$ cat src/rtl/intc_pkg.sv
package intc_pkg;

   // Width of an internal priority rank: ranks 0..NUM_LINES plus an idle code.
   function automatic int rank_w(input int lines);
      return $clog2(lines + 2);
   endfunction

   // Width of the vector bus.
   function automatic int vec_w(input int lines);
      return $clog2(lines + 1);
   endfunction

   // Rank 0 is the non-maskable source (vector = lines); rank k is line k-1.
   function automatic int rank_to_vec(input int rank, input int lines);
      return (rank == 0) ? lines : rank - 1;
   endfunction

endpackage

$ cat src/rtl/intc_arbiter.sv
module intc_arbiter #(
   parameter int NUM_LINES = 8,
   parameter int RW        = intc_pkg::rank_w(NUM_LINES)
) (
   input  logic                 clk,
   input  logic                 rst_n,
   input  logic [NUM_LINES:0]   req,     // bit 0: non-maskable, bit k: line k-1
   input  logic [RW-1:0]        top,     // innermost rank in service, IDLE if none
   output logic [NUM_LINES:0]   elig,
   output logic                 any,
   output logic [RW-1:0]        win
);
   localparam logic [RW-1:0] IDLE = RW'(NUM_LINES + 1);

   for (genvar k = 0; k <= NUM_LINES; k++) begin : g_elig
      if (k == 0) begin : g_nmi
         assign elig[k] = req[k] && (top != '0);
      end else begin : g_mask
         assign elig[k] = req[k] && (RW'(k) < top);
      end
   end

   always_comb begin
      win = IDLE;
      for (int k = NUM_LINES; k >= 0; k--) begin
         if (elig[k]) win = RW'(k);
      end
   end

   assign any = |elig;

   p_win_eligible_r3: assert property (@(posedge clk) disable iff (!rst_n)
      any |-> (win <= RW'(NUM_LINES)) && req[win]);

   p_nmi_unmasked_r9: assert property (@(posedge clk) disable iff (!rst_n)
      (req[0] && top != '0) |-> (any && win == '0));

   p_masked_equal_r6: assert property (@(posedge clk) disable iff (!rst_n)
      any |-> (win < top));
endmodule

$ cat src/rtl/intc_svc_stack.sv
module intc_svc_stack #(
   parameter int NUM_LINES = 8,
   parameter int RW        = intc_pkg::rank_w(NUM_LINES),
   parameter int DEPTH     = NUM_LINES + 1
) (
   input  logic          clk,
   input  logic          rst_n,
   input  logic          push,
   input  logic          pop,
   input  logic [RW-1:0] push_rank,
   output logic [RW-1:0] top
);
   localparam logic [RW-1:0] IDLE = RW'(NUM_LINES + 1);

   logic [DEPTH-1:0][RW-1:0] stk;
   logic [DEPTH-1:0][RW-1:0] shift_dn;
   logic [DEPTH-1:0][RW-1:0] shift_up;

   for (genvar j = 0; j < DEPTH; j++) begin : g_nb
      if (j == 0) begin : g_head
         assign shift_dn[j] = push_rank;
      end else begin : g_body
         assign shift_dn[j] = stk[j-1];
      end
      if (j == DEPTH - 1) begin : g_tail
         assign shift_up[j] = IDLE;
      end else begin : g_rest
         assign shift_up[j] = stk[j+1];
      end
   end

   always_ff @(posedge clk or negedge rst_n) begin
      if (!rst_n) begin
         for (int j = 0; j < DEPTH; j++) stk[j] <= IDLE;
      end else if (push && pop) begin
         stk[0] <= push_rank;
      end else if (push) begin
         stk <= shift_dn;
      end else if (pop) begin
         stk <= shift_up;
      end
   end

   assign top = stk[0];

   for (genvar j = 0; j < DEPTH - 1; j++) begin : g_chk
      p_nest_order_r7: assert property (@(posedge clk) disable iff (!rst_n)
         (stk[j+1] != IDLE) |-> (stk[j] < stk[j+1]));
   end

   p_no_overflow_r7: assert property (@(posedge clk) disable iff (!rst_n)
      (push && !pop) |-> (stk[DEPTH-1] == IDLE));

   p_empty_pop_r8: assert property (@(posedge clk) disable iff (!rst_n)
      (pop && !push && top == IDLE) |=> (top == IDLE));
endmodule

$ cat src/rtl/intc_ack_out.sv
module intc_ack_out #(
   parameter int NUM_LINES = 8,
   parameter int RW        = intc_pkg::rank_w(NUM_LINES),
   parameter int VW        = intc_pkg::vec_w(NUM_LINES)
) (
   input  logic               clk,
   input  logic               rst_n,
   input  logic               take,
   input  logic [RW-1:0]      win,
   output logic               vec_valid,
   output logic [VW-1:0]      vec,
   output logic [NUM_LINES:0] src_ack
);
   logic [VW-1:0]      vec_nxt;
   logic [NUM_LINES:0] ack_nxt;

   always_comb begin
      vec_nxt = '0;
      ack_nxt = '0;
      for (int k = 0; k <= NUM_LINES; k++) begin
         if (take && win == RW'(k)) begin
            vec_nxt    = VW'(intc_pkg::rank_to_vec(k, NUM_LINES));
            ack_nxt[k] = 1'b1;
         end
      end
   end

   always_ff @(posedge clk or negedge rst_n) begin
      if (!rst_n) begin
         vec_valid <= 1'b0;
         vec       <= '0;
         src_ack   <= '0;
      end else begin
         vec_valid <= take;
         vec       <= vec_nxt;
         src_ack   <= ack_nxt;
      end
   end

   p_ack_onehot_r5: assert property (@(posedge clk) disable iff (!rst_n)
      $onehot0(src_ack));

   p_ack_with_vec_r5: assert property (@(posedge clk) disable iff (!rst_n)
      vec_valid == (src_ack != '0));

   p_vec_zero_idle_r4: assert property (@(posedge clk) disable iff (!rst_n)
      !vec_valid |-> (vec == '0));
endmodule

$ cat src/rtl/prio_vec_intc.sv
module prio_vec_intc #(
   parameter int NUM_LINES = 8,
   localparam int RW       = intc_pkg::rank_w(NUM_LINES),
   localparam int VW       = intc_pkg::vec_w(NUM_LINES)
) (
   input  logic                 clk,
   input  logic                 rst_n,
   input  logic [NUM_LINES-1:0] irq_line,
   input  logic                 nmi_req,
   input  logic                 cpu_ack,
   input  logic                 eoi,
   output logic                 cpu_irq,
   output logic                 vec_valid,
   output logic [VW-1:0]        vec,
   output logic [NUM_LINES-1:0] dev_ack,
   output logic                 nmi_ack
);
   localparam logic [RW-1:0] IDLE = RW'(NUM_LINES + 1);

   if (NUM_LINES < 1 || NUM_LINES > 64) begin : g_bad_lines
      $error("prio_vec_intc: NUM_LINES must lie in 1..64");
   end

   logic [NUM_LINES:0] req_all;
   logic [NUM_LINES:0] elig;
   logic [NUM_LINES:0] src_ack;
   logic [RW-1:0]      top;
   logic [RW-1:0]      win;
   logic               any;
   logic               take;
   logic               pop;

   assign req_all = {irq_line, nmi_req};
   assign take    = cpu_ack && any;
   assign pop     = eoi && (top != IDLE);

   intc_arbiter #(.NUM_LINES(NUM_LINES), .RW(RW)) i_arb (
      .clk(clk), .rst_n(rst_n), .req(req_all), .top(top),
      .elig(elig), .any(any), .win(win)
   );

   intc_svc_stack #(.NUM_LINES(NUM_LINES), .RW(RW)) i_stack (
      .clk(clk), .rst_n(rst_n), .push(take), .pop(pop),
      .push_rank(win), .top(top)
   );

   intc_ack_out #(.NUM_LINES(NUM_LINES), .RW(RW), .VW(VW)) i_out (
      .clk(clk), .rst_n(rst_n), .take(take), .win(win),
      .vec_valid(vec_valid), .vec(vec), .src_ack(src_ack)
   );

   assign cpu_irq = any;
   assign nmi_ack = src_ack[0];
   assign dev_ack = src_ack[NUM_LINES:1];

   p_vec_after_ack_r4: assert property (@(posedge clk) disable iff (!rst_n)
      vec_valid |-> $past(cpu_ack && cpu_irq));

   p_stray_ack_r11: assert property (@(posedge clk) disable iff (!rst_n)
      (cpu_ack && !cpu_irq) |=> !vec_valid);

   p_nmi_raises_r9: assert property (@(posedge clk) disable iff (!rst_n)
      (nmi_req && !(top == '0)) |-> cpu_irq);

   p_idle_quiet_r2: assert property (@(posedge clk) disable iff (!rst_n)
      (irq_line == '0 && !nmi_req) |-> !cpu_irq);
endmodule

$ cat config.mk
export PLATFORM = sky130hd
export DESIGN_NAME = prio_vec_intc
export DESIGN_NICKNAME = d
export VERILOG_FILES = /design/src/rtl/intc_pkg.sv /design/src/rtl/intc_arbiter.sv /design/src/rtl/intc_svc_stack.sv /design/src/rtl/intc_ack_out.sv /design/src/rtl/prio_vec_intc.sv
export SDC_FILE = /design/constraint.sdc
export NUM_CORES = 1
export LEC_CHECK = 0
export ABC_AREA = 1
export CORE_ASPECT_RATIO = 1.4
export CORE_MARGIN = 1
export CORE_UTILIZATION = 50
export CTS_BUF_LIST = sky130_fd_sc_hd__clkbuf_16
export DETAILED_ROUTE_END_ITERATION = 12
export PLACE_DENSITY = 0.69
export SYNTH_ARGS = -nofsm -noshare
export SYNTH_HDL_FRONTEND = slang
export SYNTH_HIERARCHICAL = 1
export SYNTH_SLANG_ARGS = --single-unit
$ cat constraint.sdc
create_clock -name clk -period 4.3 [get_ports clk]
set_input_delay 0.86 -clock clk [delete_from_list [all_inputs] [get_ports clk]]
set_output_delay 0.86 -clock clk [all_outputs]
set_load 0.01 [all_outputs]
==> results of run 1 <==
==> power groups by stage <==
| stage | registers, mW | logic, mW | clock network [mW] |
|---|---|---|---|
| 2_1_floorplan | 0.832 | 0.779 | 0 |
| 3_3_place_gp | 0.869 | 0.903 | 0 |
| 3_5_place_dp | 0.870 | 0.925 | 0 |
| 4_1_cts | 0.865 | 0.930 | 0.452 |
| 5_1_grt | 0.895 | 1.07 | 0.468 |
| 6_report | 0.865 | 0.922 | 0.441 |
==> routing by layer <==
layer	up-vias	track usage	share of wire
li1	1120	-	-
met1	1013	0.2366	0.45
met2	44	0.3732	0.51
met3	6	0.03699	0.035
met4	0	0.05859	0.011
met5	-	0	0
==> through the flow <==
stage | std cells | utilization
2_1_floorplan | 364 | -
3_3_place_gp | 441 | 0.5655
3_5_place_dp | 441 | 0.5655
4_1_cts | 449 | 0.5977
5_1_grt | 449 | 0.5977
6_report | 449 | 0.5977
==> worst max-delay path, delay by kind of cell <==
kind / cells / cell delay [ps]
buffers and inverters: 3 / 940
and+or+nand+nor: 5 / 630
==> sequential cells by signal, indices dropped and copies added, names as in the netlist <==
name	count
i_stack/shift_up	4
i_out/vec	4
i_out/src_ack	9
i_stack/top	4
i_stack/shift_dn	28
i_out/vec_valid	1
==> path summary, 6_finish.rpt <==
| path | endpoint | slack, ps |
|---|---|---|
| max in group asynchronous | i_out/src_ack[0] | 2910 |
| worst min register to register | i_stack/shift_dn[16] | 470 |
| worst max register to register | i_stack/shift_dn[8] | 1250 |
| min in group asynchronous | i_stack/shift_dn[26] | 690 |
| worst min-delay path | i_stack/shift_dn[16] | 470 |
| worst max-delay path | cpu_irq | 1020 |
==> cell type report <==
| class | instances | area share |
|---|---|---|
| clock buffer | 5 | 0.04027 |
| clock inverter | 3 | 0.01369 |
| inverter | 63 | 0.07853 |
| multi-input combinational | 232 | 0.3383 |
| sequential | 50 | 0.4100 |
| tap | 66 | 0.02658 |
| timing repair buffer | 30 | 0.09263 |
==> results.py, run 1 <==
metrics = {
    "min_path": {
        "whs_path_depth": 2,
        "hp-class": "reg -> reg",
        "hp-start": "i_stack/shift_dn[16]",
    },
    "finish": {
        "final_cell_mix": "nand2_1 (145), inv_1 (57), nand3_1 (43)",
        "nets": 396,
        "final_common_cell": "nand2_1",
        "synthToLayoutAreaGrowth_pct": 14.00,
        "regArea_mm2": 0.001274,
        "fin_area_mm2": 0.003107,
        "n_fill_cell": 501,
        "multi_input_area_mm2": 0.001051,
        "num_antenna_cells": 0,
        "drive_above_1_share": 0.1488,
    },
    "critical_path": {
        "endpoint_kind": "output port",
        "critPathSlowestCell": "clkdlybuf4s50_1",
        "path_cells": "clkdlybuf4s50_1 -> nand2_2 -> inv_2 -> nor2_2 -> nand3_2 -> nor3_4 -> nand2_1 -> clkdlybuf4s50_1",
        "critPathKind": "in -> out",
        "worst_path_most_repeated_cell": "clkdlybuf4s50_1",
        "r2r-start": "i_stack/top[1]",
        "crit_path_start_kind": "primary input",
        "crit_start": "irq_line[2]",
        "ff2ff_path_depth": 14,
        "worstPathRequired_ps": 3440,
        "crit_fanout": 6,
        "crit_arrival_ps": 2420,
        "max_stage_delay_ps": 500,
    },
    "timing": {
        "tightest_slew_ps": 873.4,
        "min_period_ps": 3282,
        "maxSlewHeadroom": 0.4177,
        "setup_slack_ps": 1018,
        "drv_slew": 0,
        "fin_setup_tns_ps": 0,
        "whs_ps": 467.7,
        "setup_viol": 0,
        "clock_skew_ps": 8.041,
        "timing.final.crit_share": 0.7632,
        "fmax_ghz": 0.3047,
        "rsz0062_at_grt": "false",
        "hold_violations": 0,
    },
    "global_route": {
        "globalRoute.totalOverflow": 0,
        "grt_pass1_wl_mm": 9.108,
        "antenna_found_initial": 0,
        "grt_usage": 0.2016,
        "grt_pass1_vias": 2115,
        "grt_max_degree": 43,
    },
    "logic_synthesis": {
        "yosys_warnings": 6,
        "syn-num-nets": 378,
        "syn_avg_cell_area_um2": 7.487,
        "syn_area_mm2": 0.002725,
        "syn_inst": 364,
    },
    "cts": {
        "cts_resized": 0,
        "cts_buffer_depth": 2,
        "clkLatencyLatePin_ps": 290,
        "cts_tree": "built",
        "holdBufCountCts": 0,
        "cts_root_buffer": "clkbuf_16",
        "cts_made_buffers": 5,
        "clk_transition_reported_paths_ps": 60,
        "post_cts_buffers": 0,
        "clock_sinks": 50,
        "cts-htree-levels": 2,
    },
    "power": {
        "p_clk_frac": 0.198,
        "p_comb_frac": 0.414,
        "power.net_switching_mw": 0.8864,
        "leakage_nw": 1.702,
        "powerDensity_mw_per_mm2": 717.3,
        "peakVddDrop_mv": 0.3956,
        "power_frac_seq": 0.388,
        "p_total_mw": 2.228,
        "power.share.switching": 0.3978,
        "p_int_mw": 1.342,
    },
    "placement": {
        "place_area_mm2": 0.002939,
        "hpwl_mm": 3.498,
        "gp_congestion": 0.7764,
        "dpl_worst_slack_ps": 724.8,
        "io_buffers": 27,
    },
    "floorplanning": {
        "row_count": 31,
        "die_w_um": 64.40,
        "start_util": 0.5243,
        "core_area_mm2": 0.005197,
        "io_pins": 28,
        "die_h_um": 89.35,
        "fp.dieArea_mm2": 0.005754,
    },
    "drt": {
        "viasPerCell": 4.862,
        "routed-via-count": 2183,
        "antenna_left": 0,
        "drtPass1Iterations": 4,
        "drc_errors": 0,
        "wl_per_cell_um": 11.57,
        "wl_mm": 5.193,
        "drt_iter0_markers": 158,
    },
    "run_status": {
        "status": "finished, final reports clean",
    },
    "job": {
        "maxCapViolCount": 0,
    },
}
(Power assumes the default switching activity.)
==> inputs of run 2 (changes only) <==
--- a/config.mk
+++ b/config.mk
@@ -11,7 +11,7 @@
 export CORE_UTILIZATION = 50
 export CTS_BUF_LIST = sky130_fd_sc_hd__clkbuf_16
 export DETAILED_ROUTE_END_ITERATION = 12
-export PLACE_DENSITY = 0.69
+export PLACE_DENSITY = 0.71
 export SYNTH_ARGS = -nofsm -noshare
 export SYNTH_HDL_FRONTEND = slang
 export SYNTH_HIERARCHICAL = 1
==> constraint.sdc (replaced) <==
create_clock -name clk -period 2.9 [get_ports clk]
set_input_delay 0.58 -clock clk [delete_from_list [all_inputs] [get_ports clk]]
set_output_delay 0.58 -clock clk [all_outputs]
set_load 0.01 [all_outputs]
==> run 2 against run 1 <==
Against the previous run: sequential share of layout area down 0.60 points; worst setup slack worse by 770 ps; via count up 0.60%; die area unchanged; non-clock buffer count up 6; hold slack worse by 210 ps; largest cell class unchanged; clock-buffer cell count unchanged; highest routed layer unchanged; global-route usage up 0.40 points; utilization up 0.89 points; total power up 50%.
==> results.py, run 2 (same netlist as run 1, synthesis figures left out) <==
metrics = {
    "run_status": {
        "status": "finished, final reports clean",
    },
    "finish": {
        "multi_input_area_mm2": 0.001051,
        "largest_register_ffs": 28,
        "drive_above_1_share": 0.1645,
        "final_common_cell": "nand2_1",
        "regArea_mm2": 0.001274,
        "synthToLayoutAreaGrowth_pct": 15.70,
        "final_cell_mix": "nand2_1 (145), inv_1 (57), nand3_1 (43)",
        "num_antenna_cells": 0,
        "final_util": 0.6066,
        "n_fill_cell": 501,
        "nets": 402,
    },
    "cts": {
        "cts_resized": 0,
        "clkLatencyLatePin_ps": 290,
        "holdBufCountCts": 0,
        "post_cts_buffers": 0,
        "clk_transition_reported_paths_ps": 70,
        "cts-htree-levels": 2,
        "clock_sinks": 50,
        "cts_made_buffers": 5,
        "cts_root_buffer": "clkbuf_16",
        "cts_buffer_depth": 2,
        "cts_tree": "built",
    },
    "global_route": {
        "antenna_found_initial": 0,
        "grt_pass1_vias": 2104,
        "grt_pass1_wl_mm": 9.266,
        "globalRoute.totalOverflow": 0,
        "grt_max_degree": 43,
        "grt_usage": 0.2056,
    },
    "critical_path": {
        "ff2ff_path_depth": 13,
        "r2r_slack_ps": 590,
        "endpoint_kind": "output port",
        "reg2reg_to": "i_out/vec[0]",
        "crit_arrival_ps": 2070,
        "worstPathRequired_ps": 2320,
        "crit_path_start_kind": "flip-flop",
        "r2r-start": "i_stack/top[3]",
        "crit_fanout": 7,
        "critPathKind": "reg -> out",
    },
    "job": {
        "maxCapViolCount": 0,
    },
    "floorplanning": {
        "die_w_um": 64.40,
        "fp.dieArea_mm2": 0.005754,
        "io_pins": 28,
        "row_count": 31,
        "die_h_um": 89.35,
        "start_util": 0.5243,
        "core_area_mm2": 0.005197,
    },
    "drt": {
        "drt_iter0_markers": 134,
        "wl_mm": 5.202,
        "drc_errors": 0,
        "antenna_left": 0,
        "viasPerCell": 4.826,
        "wl_per_cell_um": 11.43,
        "drtPass1Iterations": 4,
        "routed-via-count": 2196,
    },
    "power": {
        "powerDensity_mw_per_mm2": 1060,
        "peakVddDrop_mv": 0.4915,
        "p_total_mw": 3.344,
        "leakage_nw": 1.734,
    },
    "timing": {
        "clock_skew_ps": 3.714,
        "setup_viol": 0,
        "fmax_ghz": 0.3775,
        "min_period_ps": 2649,
        "hold_violations": 0,
        "tightest_slew_ps": 537.6,
        "maxSlewHeadroom": 0.6416,
        "fin_setup_tns_ps": 0,
        "rsz0062_at_grt": "false",
        "timing.final.crit_share": 0.9134,
        "drv_slew": 0,
    },
    "placement": {
        "hpwl_mm": 3.526,
        "gp_congestion": 0.7966,
        "io_buffers": 27,
    },
    "min_path": {
        "hp-class": "in -> async",
    },
}
run 2: cell types whose count changed in the layout (fill, tap and decap cells not counted), sizes merged:
cell,change
buf,+6
run 2: where the power goes:
group | switching (mW) | leakage (nW) | internal (mW)
registers | 0.193 | 0.602 | 1.08
logic | 0.868 | 1.05 | 0.530
clock network | 0.260 | 0.0842 | 0.409
run 2: final cells by class:
| class | count | share of cell area |
|---|---|---|
| timing repair buffer | 36 | 0.1056 |
| clock inverter | 3 | 0.01389 |
| tap | 66 | 0.02619 |
| multi-input combinational | 232 | 0.3333 |
| sequential | 50 | 0.4040 |
| clock buffer | 5 | 0.03968 |
| inverter | 63 | 0.07738 |
run 2: through the flow:
step	area [µm²]	hold WS (ps)	std cells	setup slack [ps]
after floorplan	2725	284.4	364	213.7
after global placement	2984	454.5	447	297.5
after detailed placement	2984	457.5	447	285.0
after CTS	3153	275.9	455	221.4
after global routing	3153	293.0	455	75.21
final	3153	256.3	455	251.2
run 2: critical path, stage by stage (launching register included):
cell and delay [ps]:
dfrtp_1 480, nor2_1 170, inv_1 80, o21ai_1 220
nand3_2 130, nor3_4 130, nand2_1 80, clkdlybuf4s50_1 480
run 2: worst max-delay path by stage:
stage          cells after the start           start              endpoint  slack (ps)
5_1_grt                            7  i_stack/top[1]               cpu_irq          80
2_1_floorplan                     17  i_stack/top[1]  i_stack/shift_dn[13]         210
4_1_cts                            7  i_stack/top[1]               cpu_irq         220
3_3_place_gp                       8     irq_line[1]               cpu_irq         300
6_report                           7  i_stack/top[1]               cpu_irq         250
3_5_place_dp                       8     irq_line[1]               cpu_irq         290
run 2: per-layer routing:
metal	part of all wire	vias to the layer above	GRT usage
li1	-	1135	-
met1	0.44	1021	0.2372
met2	0.52	34	0.3818
met3	0.030	6	0.03316
met4	0.014	0	0.07475
met5	0	-	0
==> inputs of run 3 (changes only) <==
--- a/config.mk
+++ b/config.mk
@@ -6,6 +6,7 @@
 export NUM_CORES = 1
 export LEC_CHECK = 0
 export ABC_AREA = 1
+export CAP_MARGIN = 20
 export CORE_ASPECT_RATIO = 1.4
 export CORE_MARGIN = 1
 export CORE_UTILIZATION = 50
==> results of run 3 <==
The final DEF is identical to that of run 2; final timing and power are the same.
